<file path="src/rtl/cpacc_pkg.sv">
package cpacc_pkg;

  typedef enum logic [2:0] {
    OP_MRC  = 3'd0,
    OP_MCR  = 3'd1,
    OP_LDC  = 3'd2,
    OP_STC  = 3'd3,
    OP_CDP  = 3'd4,
    OP_MRRC = 3'd5,
    OP_MCRR = 3'd6,
    OP_RSVD = 3'd7
  } cp_op_e;

  typedef enum logic [2:0] {
    TAG_SYS  = 3'd0,
    TAG_PMU  = 3'd1,
    TAG_CPD  = 3'd2,
    TAG_DSP  = 3'd3,
    TAG_NONE = 3'd7
  } reg_tag_e;

  typedef struct packed {
    logic     allow;
    logic     undef;
    reg_tag_e tag;
  } verdict_t;

endpackage

</file>
<file path="src/rtl/cpacc_classify.sv">
module cpacc_classify
  import cpacc_pkg::*;
#(
  parameter int CP_W   = 4,
  parameter int CRM_W  = 4,
  parameter int SYS_CP = 15,
  parameter int DBG_CP = 14,
  parameter int DSP_CP = 0
) (
  input  logic [CP_W-1:0]  cpnum,
  input  logic [CRM_W-1:0] crm,
  output reg_tag_e         tag
);

  localparam logic [CP_W-1:0] SYS_ID = CP_W'(SYS_CP);
  localparam logic [CP_W-1:0] DBG_ID = CP_W'(DBG_CP);
  localparam logic [CP_W-1:0] DSP_ID = CP_W'(DSP_CP);

  always_comb begin
    tag = TAG_NONE;
    if (cpnum == SYS_ID) begin
      tag = TAG_SYS;
    end else if (cpnum == DBG_ID) begin
      tag = (crm != '0) ? TAG_PMU : TAG_CPD;
    end else if (cpnum == DSP_ID) begin
      tag = TAG_DSP;
    end
  end

endmodule

</file>
<file path="src/rtl/cpacc_rules.sv">
module cpacc_rules
  import cpacc_pkg::*;
(
  input  cp_op_e   op,
  input  reg_tag_e tag,
  input  logic     priv,
  output logic     allow
);

  logic is_xfer;
  logic is_mem;
  logic is_dual;

  always_comb begin
    is_xfer = (op == OP_MRC)  || (op == OP_MCR);
    is_mem  = (op == OP_LDC)  || (op == OP_STC);
    is_dual = (op == OP_MRRC) || (op == OP_MCRR);
  end

  always_comb begin
    unique case (tag)
      TAG_SYS: allow = priv && is_xfer;
      TAG_PMU: allow = priv && is_xfer;
      TAG_CPD: allow = priv && (is_xfer || is_mem);
      TAG_DSP: allow = is_xfer || is_dual;
      default: allow = 1'b0;
    endcase
  end

endmodule

</file>
<file path="src/rtl/cpacc_gate.sv">
module cpacc_gate
  import cpacc_pkg::*;
#(
  parameter int CP_W   = 4,
  parameter int CRN_W  = 4,
  parameter int CRM_W  = 4,
  parameter int SYS_CP = 15,
  parameter int DBG_CP = 14,
  parameter int DSP_CP = 0
) (
  input  logic             clk,
  input  logic             rst_n,
  input  logic             req_vld,
  input  logic [2:0]       req_op,
  input  logic [CP_W-1:0]  req_cpnum,
  input  logic [CRN_W-1:0] req_crn,
  input  logic [CRM_W-1:0] req_crm,
  input  logic             req_priv,
  output logic             rsp_allow,
  output logic             rsp_undef,
  output logic [2:0]       rsp_tag
);

  localparam logic [CP_W-1:0] SYS_ID = CP_W'(SYS_CP);
  localparam logic [CP_W-1:0] DBG_ID = CP_W'(DBG_CP);
  localparam logic [CP_W-1:0] DSP_ID = CP_W'(DSP_CP);

  cp_op_e   op_d;
  reg_tag_e tag_d;
  logic     allow_d;
  verdict_t vd_nxt;
  verdict_t vd_q;
  logic     unused_crn;

  // CRn selects a register within a group but never changes the verdict.
  assign unused_crn = ^req_crn;
  assign op_d       = cp_op_e'(req_op);

  cpacc_classify #(
    .CP_W  (CP_W),
    .CRM_W (CRM_W),
    .SYS_CP(SYS_CP),
    .DBG_CP(DBG_CP),
    .DSP_CP(DSP_CP)
  ) u_classify (
    .cpnum(req_cpnum),
    .crm  (req_crm),
    .tag  (tag_d)
  );

  cpacc_rules u_rules (
    .op   (op_d),
    .tag  (tag_d),
    .priv (req_priv),
    .allow(allow_d)
  );

  always_comb begin
    vd_nxt = '0;
    if (req_vld) begin
      vd_nxt.allow = allow_d;
      vd_nxt.undef = !allow_d;
      vd_nxt.tag   = tag_d;
    end
  end

  always_ff @(posedge clk or negedge rst_n) begin
    if (!rst_n) begin
      vd_q <= '0;
    end else begin
      vd_q <= vd_nxt;
    end
  end

  assign rsp_allow = vd_q.allow;
  assign rsp_undef = vd_q.undef;
  assign rsp_tag   = vd_q.tag;

  // a strobe yields exactly one verdict bit on the next cycle
  a_r9_single_verdict: assert property (@(posedge clk) disable iff (!rst_n)
    req_vld |=> (rsp_allow ^ rsp_undef));

  // no strobe leaves every output at zero on the next cycle
  a_r9_idle_quiet: assert property (@(posedge clk) disable iff (!rst_n)
    !req_vld |=> (!rsp_allow && !rsp_undef && rsp_tag == 3'd0));

  // user-mode system-control access traps
  a_r2_user_sys: assert property (@(posedge clk) disable iff (!rst_n)
    (req_vld && !req_priv && req_cpnum == SYS_ID) |=> (rsp_undef && rsp_tag == 3'd0));

  // user-mode debug/power access traps
  a_r5_user_dbg: assert property (@(posedge clk) disable iff (!rst_n)
    (req_vld && !req_priv && req_cpnum == DBG_ID) |=> rsp_undef);

  // load/store to the performance monitor group traps
  a_r4_pmu_mem: assert property (@(posedge clk) disable iff (!rst_n)
    (req_vld && req_cpnum == DBG_ID && req_crm != '0 &&
     (req_op == 3'd2 || req_op == 3'd3)) |=> (rsp_undef && rsp_tag == 3'd1));

  // data-processing and dual transfers never reach coprocessor 14 or 15
  a_r6_no_dual: assert property (@(posedge clk) disable iff (!rst_n)
    (req_vld && (req_cpnum == DBG_ID || req_cpnum == SYS_ID) &&
     (req_op == 3'd4 || req_op == 3'd5 || req_op == 3'd6)) |=> rsp_undef);

  // undefined coprocessor numbers trap with the none tag
  a_r8_unknown_cp: assert property (@(posedge clk) disable iff (!rst_n)
    (req_vld && req_cpnum != SYS_ID && req_cpnum != DBG_ID && req_cpnum != DSP_ID)
    |=> (rsp_undef && rsp_tag == 3'd7));

endmodule

</file>
<file path="config.mk">
export PLATFORM = sky130hd
export DESIGN_NAME = cpacc_gate
export DESIGN_NICKNAME = d
export VERILOG_FILES = /design/src/rtl/cpacc_pkg.sv /design/src/rtl/cpacc_classify.sv /design/src/rtl/cpacc_rules.sv /design/src/rtl/cpacc_gate.sv
export SDC_FILE = /design/constraint.sdc
export NUM_CORES = 1
export LEC_CHECK = 0
export ABC_AREA = 1
export CORE_AREA = 2 2 39 41
export DETAILED_ROUTE_END_ITERATION = 10
export DIE_AREA = 0 0 41 43
export PLACE_DENSITY = 0.62
export SKIP_CTS_REPAIR_TIMING = 1
export SLEW_MARGIN = 15
export SYNTH_ARGS = -nofsm -noshare
export SYNTH_HDL_FRONTEND = slang
export SYNTH_SLANG_ARGS = --single-unit
</file>
<file path="constraint.sdc">
create_clock -name clk -period 1 [get_ports clk]
set_clock_uncertainty 0.1 [all_clocks]
set_input_delay 0.1 -clock clk [delete_from_list [all_inputs] [get_ports clk]]
set_output_delay 0.1 -clock clk [all_outputs]
set_load 0.1 [all_outputs]
</file>
[Yosys cells after proc, flatten, opt, wreduce, memory -nomap -nowiden]
Cells that the tools add are included.
Cells by class
  reductions and logical operators: 13
  mux-type cells: 6
  equal/unequal tests: 10
Operators by type and width (count)
  3-bit by 2-bit equality test with 1-bit output (second input constant): 4
  3-bit 2-to-1 mux: 3
  4-bit equality test (second input constant): 2
  3-bit by 1-bit equality test with 1-bit output (second input constant): 2
  3-bit equality test (second input constant): 2
  3-bit logical NOT: 2
  1-bit logical OR: 5
  5-bit 2-to-1 mux: 1
  4-bit logical NOT: 1
  4-bit nonzero test: 1
  1-bit one-hot mux with 3 select lines: 1
  1-bit logical AND: 2
  2-bit 2-to-1 mux: 1
  2-bit OR reduction: 1
  1-bit logical NOT: 1
Storage, ports and cells
  register bits after elaboration: 5

[Depth between registers and ports, before layout]
Gate-level depths: netlist of the first run.
  depth in word-level cells: 9
  gate-level depth with buffers: 7
  mapped depth without buffers: 7

[Modules after synthesis]
From an unflattened synthesis of the first run, not the netlist that was laid out.
Second synthesis, totals
  cell total of the unflattened synthesis: 42
  area total of the unflattened synthesis: 274.0 um2
Modules (own cells, without submodules)
  cpacc_gate: area each 165.2 um2, sequential area each 125.1 um2, cells each 15, instances 1
  cpacc_classify: area each 58.8 um2, sequential area each 0.0 um2, cells each 15, instances 1
  cpacc_rules: area each 50.0 um2, sequential area each 0.0 um2, cells each 12, instances 1

[Worst setup path after synthesis of the first run]
OpenSTA, ideal clock, no wires.
  path kind: register -> output
  start: reg vd_q (netlist bit rsp_allow)
  end: out rsp_allow
  required time: 800 ps
  stages on the path, launching flop included: 1
  arrival: 883 ps
  slack: -83 ps
  path buffers: 0
  path through: dfrtp_1
RTL lines
  from (decl): RTL line cpacc_gate.sv:32  | verdict_t vd_q;
  from (signal assigned): RTL line cpacc_gate.sv:71  | vd_q <= vd_nxt;
  to (decl): RTL line cpacc_gate.sv:19  | output logic rsp_allow,
No word-level cell between the ends.

[Worst setup path after layout of the first run]
  start: reg vd_q (netlist bit rsp_tag[1])
  end: out rsp_tag[1]
RTL lines
  to (decl): RTL line cpacc_gate.sv:21  | output logic [2:0] rsp_tag
No word-level cell between the ends.

==> flow_summary.toml, run 1 <==
[power_and_ir_drop]
p_per_area_nw_per_um2 = 1090
finalPower_uw = 702
ir_worst_vdd_uv = 302
power.leakage_uw = 0.000358

[synth]
avgSynthCellArea_um2 = 7.31
synthTopCellsByArea = "dfrtp_1 (44%), nand2_1 (14%), nor2_1 (11%)"
synth.cell_area_um2 = 285
yosys_warnings = 0
synth_cells = 39
synth_cell_types = 12
synth-seq-cells = 5
yosysTopAreaCellShare_pct = 43.9
synth_nets = 58
yosysTopAreaCell = "dfrtp_1"
seq_area_frac_synth_pct = 43.9

[placement]
gp_congestion = 0.690
numPortBuffers = 19
dpl-instance-area_um2 = 574
place_inst = 77

[clocking]
clk_pin_slew_ps = 40
clock-sinks = 5
cts_max_level = 1
clk_root_buffer_cell = "clkbuf_4"
numCtsBuffers = 3
cts_tree = "yes"
clockBufferDepth = 2

[sta]
finalSetupViolCount = 5
max_freq_ghz = 0.989
tightest_slew_ps = 206
hold_viol_final = 0
period_share_pct = 101
rsz0062_at_grt = "yes"
slew_headroom_pct = 86.2
slew_violations = 0
whs_ps = 121
setup_ws_ps = -11.6
min_period_ps = 1010

[route]
vias_per_cell = 3.96
final_antenna_net_count = 0
avgRoutedWirePerCell_um = 7.94
drtIter0Drc = 0
drt-pass1-iter-count = 1
num_vias = 325
drc = 0
drt-total-wl_um = 651

[die]
start_util_pct = 20.6
num_rows = 14
coreArea_um2 = 1380
fp.dieW_um = 41
die_h_um = 43
die_area_um2 = 1760
io_pins = 24

[hold_path]
min_delay_path_depth = 6
hp-class = "in2reg"

[critical_path]
crit_family = "flip-flops"
critPathRequiredTime_ps = 800
crit_buf_inv = 1
start_kind = "flop"
path_class = "reg2out"
cp.arrival_ps = 810
critPathCaptureType = "output pin"
path_cells = "buf_12"
cp_max_fo = 1
cp_num_cells = 1
max_stage_delay_ps = 400
crit_slowest_cell = "dfrtp_2"

[final_layout]
fill_cells = 136
nets = 86
stdcell_count = 82
utilization_pct = 46.5
diodes = 0
syn_to_final_growth_pct = 125
final_cell_area_um2 = 643
drive_gt1_share_pct = 39.4

[run_status]
violations = "negative setup slack"
status = "finished with violations"

[global_route]
grt_max_degree = 6
grt_pass1_wl_um = 993
grt-ovfl-total = 0
grt_pass1_vias = 280
antenna_found_initial = 0
grt_usage_pct = 8.56

[run]
drv_cap = 0
-- per-stage QoR --
| stage | worst slack [ps] | TNS, ps |
|---|---|---|
| after floorplan | 154 | 0 |
| after global placement | -261 | -1140 |
| after detailed placement | -272 | -1190 |
| after CTS | -23.2 | -119 |
| after global routing | -31.0 | -132 |
| final | -11.6 | -47.2 |
-- Yosys cell counts --
library cell / number
nand2_1: 11
nor2_1: 8
dfrtp_1: 5
inv_1: 4
nand3_1: 3
nand2_2: 2
a21oi_2: 1
nand4_1: 1
nor2_2: 1
nor3_2: 1
nor3b_1: 1
o21bai_1: 1
-- logic make-up after synthesis --
| family | synth area share [%] |
|---|---|
| flops | 43.9 |
| buf+inv | 5.26 |
| compound gates | 5.70 |
| simple gates | 45.2 |
-- per-layer routing --
layer	up-vias	share of wire [%]	global-route usage, %
met5	-	0	0
met4	0	2.6	8.00
met3	2	8.4	2.09
met2	14	50	12.8
met1	134	39	9.09
li1	175	-	-
-- path summary, 6_finish.rpt --
kind                            start    endpoint  slack (ps)
setup / recovery           rsp_tag[1]  rsp_tag[1]         -10
hold / removal             req_crm[0]  rsp_tag[1]         120
max in group asynchronous       rst_n  rsp_tag[0]          80
min in group asynchronous       rst_n   rsp_undef         530
-- power breakdown --
part           leakage, uW  internal (uW)  switching (uW)  total [uW]
clock            0.0000150            151            79.3         230
combinational     0.000287            112             135         247
sequential       0.0000556            217            8.94         225
-- layout make-up --
cell class                      count  area, um^2  share of cell area, %
Timing Repair Buffer               23         295                   45.9
Multi-Input combinational cell     30         155                   24.1
Sequential cell                     5         131                   20.4
Clock buffer                        4        26.3                   4.09
Tap cell                           16        20.0                   3.11
Inverter                            4        15.0                   2.33
-- registers in the layout, indices dropped and copies added (netlist names) --
| signal | cells |
|---|---|
| rsp_allow | 1 |
| rsp_tag | 3 |
| rsp_undef | 1 |
-- cells in the final DEF, fill, tap and decap left out, types with 3 or more instances in the layout --
cell             instances
nand2_1                 10
dfrtp_2                  5
clkbuf_4                 3
nand2_2                  3
clkdlybuf4s50_1          5
nor2_1                   5
nor2_2                   4
dlymetal6s2s_1           9
inv_1                    3
nand3_1                  3
buf_4                    3
buf_12                   5
Note: power is estimated with default switching activity, not from simulation.
==> run 2: changes to the inputs <==
clock period = 0.95 ns   (was 1 ns; I/O delays follow)
==> flow_summary.toml, run 2 (synthesized netlist as in run 1, its figures left out) <==
[run_status]
violations = "negative hold slack, negative setup slack"
status = "finished with violations"

[sta]
max_freq_ghz = 0.997
whs_ps = -23.4
period_share_pct = 106
slew_headroom_pct = 85.4
slew_violations = 0
min_period_ps = 1000
tns_ps = -245
tightest_slew_ps = 218
finalSetupViolCount = 5
hold_viol_final = 5
setup_ws_ps = -53.5
rsz0062_at_grt = "yes"

[route]
final_antenna_net_count = 0
drc = 0
drt-pass1-iter-count = 4
num_vias = 333
avgRoutedWirePerCell_um = 8.35
drtIter0Drc = 3
drt-total-wl_um = 676
vias_per_cell = 4.11

[die]
num_rows = 14
start_util_pct = 20.6
die_h_um = 43
coreArea_um2 = 1380
io_pins = 24
fp.dieW_um = 41
die_area_um2 = 1760

[final_layout]
multiInputGateArea_um2 = 153
fill_cells = 127
stdcell_count = 81
nets = 85
largest_register_ffs = 3
drive_gt1_share_pct = 38.5
seq_area_um2 = 131
syn_to_final_growth_pct = 123
diodes = 0
final_cell_mix = "nand2_1 (11), dlymetal6s2s_1 (11), nor2_1 (5), buf_12 (5), dfrtp_2 (5)"

[placement]
place_inst = 77
gp_congestion = 0.686
numPortBuffers = 19
dpl.hpwl_um = 539

[clocking]
numCtsBuffers = 3
clk_pin_slew_ps = 40
cts_tree = "yes"
clockBufferDepth = 2
clk_root_buffer_cell = "clkbuf_4"
cts_max_level = 1
clock-sinks = 5

[critical_path]
critical_path.startpoint = "rsp_tag[1]"
start_kind = "flop"
crit_buf_inv = 1
max_stage_delay_ps = 400
critPathRequiredTime_ps = 750
crit_slowest_cell = "dfrtp_2"
crit_family = "flip-flops"
path_cells = "buf_12"
critPathCaptureType = "output pin"
cp.arrival_ps = 810
path_class = "reg2out"
cp_max_fo = 1

[power_and_ir_drop]
p_per_area_nw_per_um2 = 1150
ir_worst_vdd_uv = 365
power.leakage_uw = 0.000373

[global_route]
grt_pass1_wl_um = 1020
grt_pass1_vias = 277
grt-ovfl-total = 0
grt_max_degree = 6
antenna_found_initial = 0
grt_usage_pct = 8.85

[run]
drv_cap = 0

[hold_path]
hp-class = "in2async"
## run 2: layout make-up
cell class	instances	area share, %
well taps	16	3.15
repair buffers	22	45.7
clock buffers	4	4.13
flip-flops and latches	5	20.7
inverters	4	2.36
multi-input cells	30	24.0
## run 2: how the worst max path moves through the flow
stage                     cells after the start  slack (ps)          to
after floorplan                               0         110   rsp_allow
after global placement                        6        -310  rsp_tag[0]
after detailed placement                      7        -320   rsp_undef
after CTS                                     1         -70  rsp_tag[1]
after global routing                          1         -80   rsp_allow
final                                         1         -50  rsp_tag[1]
## run 2: metal layers
metal	share of wire [%]	track usage, %	routed length (um)	vias up
li1	-	-	-	176
met1	38	9.39	259	145
met2	52	13.8	354	12
met3	9.3	3.14	63	0
met4	0	6.00	0	0
met5	0	0	0	-
## run 2: through the flow
| stage | utilization [%] | area, um^2 | total power (uW) | worst slack (ps) |
|---|---|---|---|---|
| 6_report | 45.9 | 636 | 729 | -53.5 |
| 5_1_grt | 45.9 | 636 | 782 | -81.7 |
| 4_1_cts | 43.4 | 601 | 746 | -68.6 |
| 3_5_place_dp | 41.5 | 574 | 500 | -319 |
| 3_3_place_gp | 41.5 | 574 | 497 | -307 |
| 2_1_floorplan | - | 292 | 359 | 109 |
## run 2: where the power goes
group | internal (uW) | switching [uW] | total, uW
combinational | 114 | 142 | 256
clock | 158 | 77.2 | 235
sequential | 228 | 9.35 | 237
total | 500 | 229 | 729
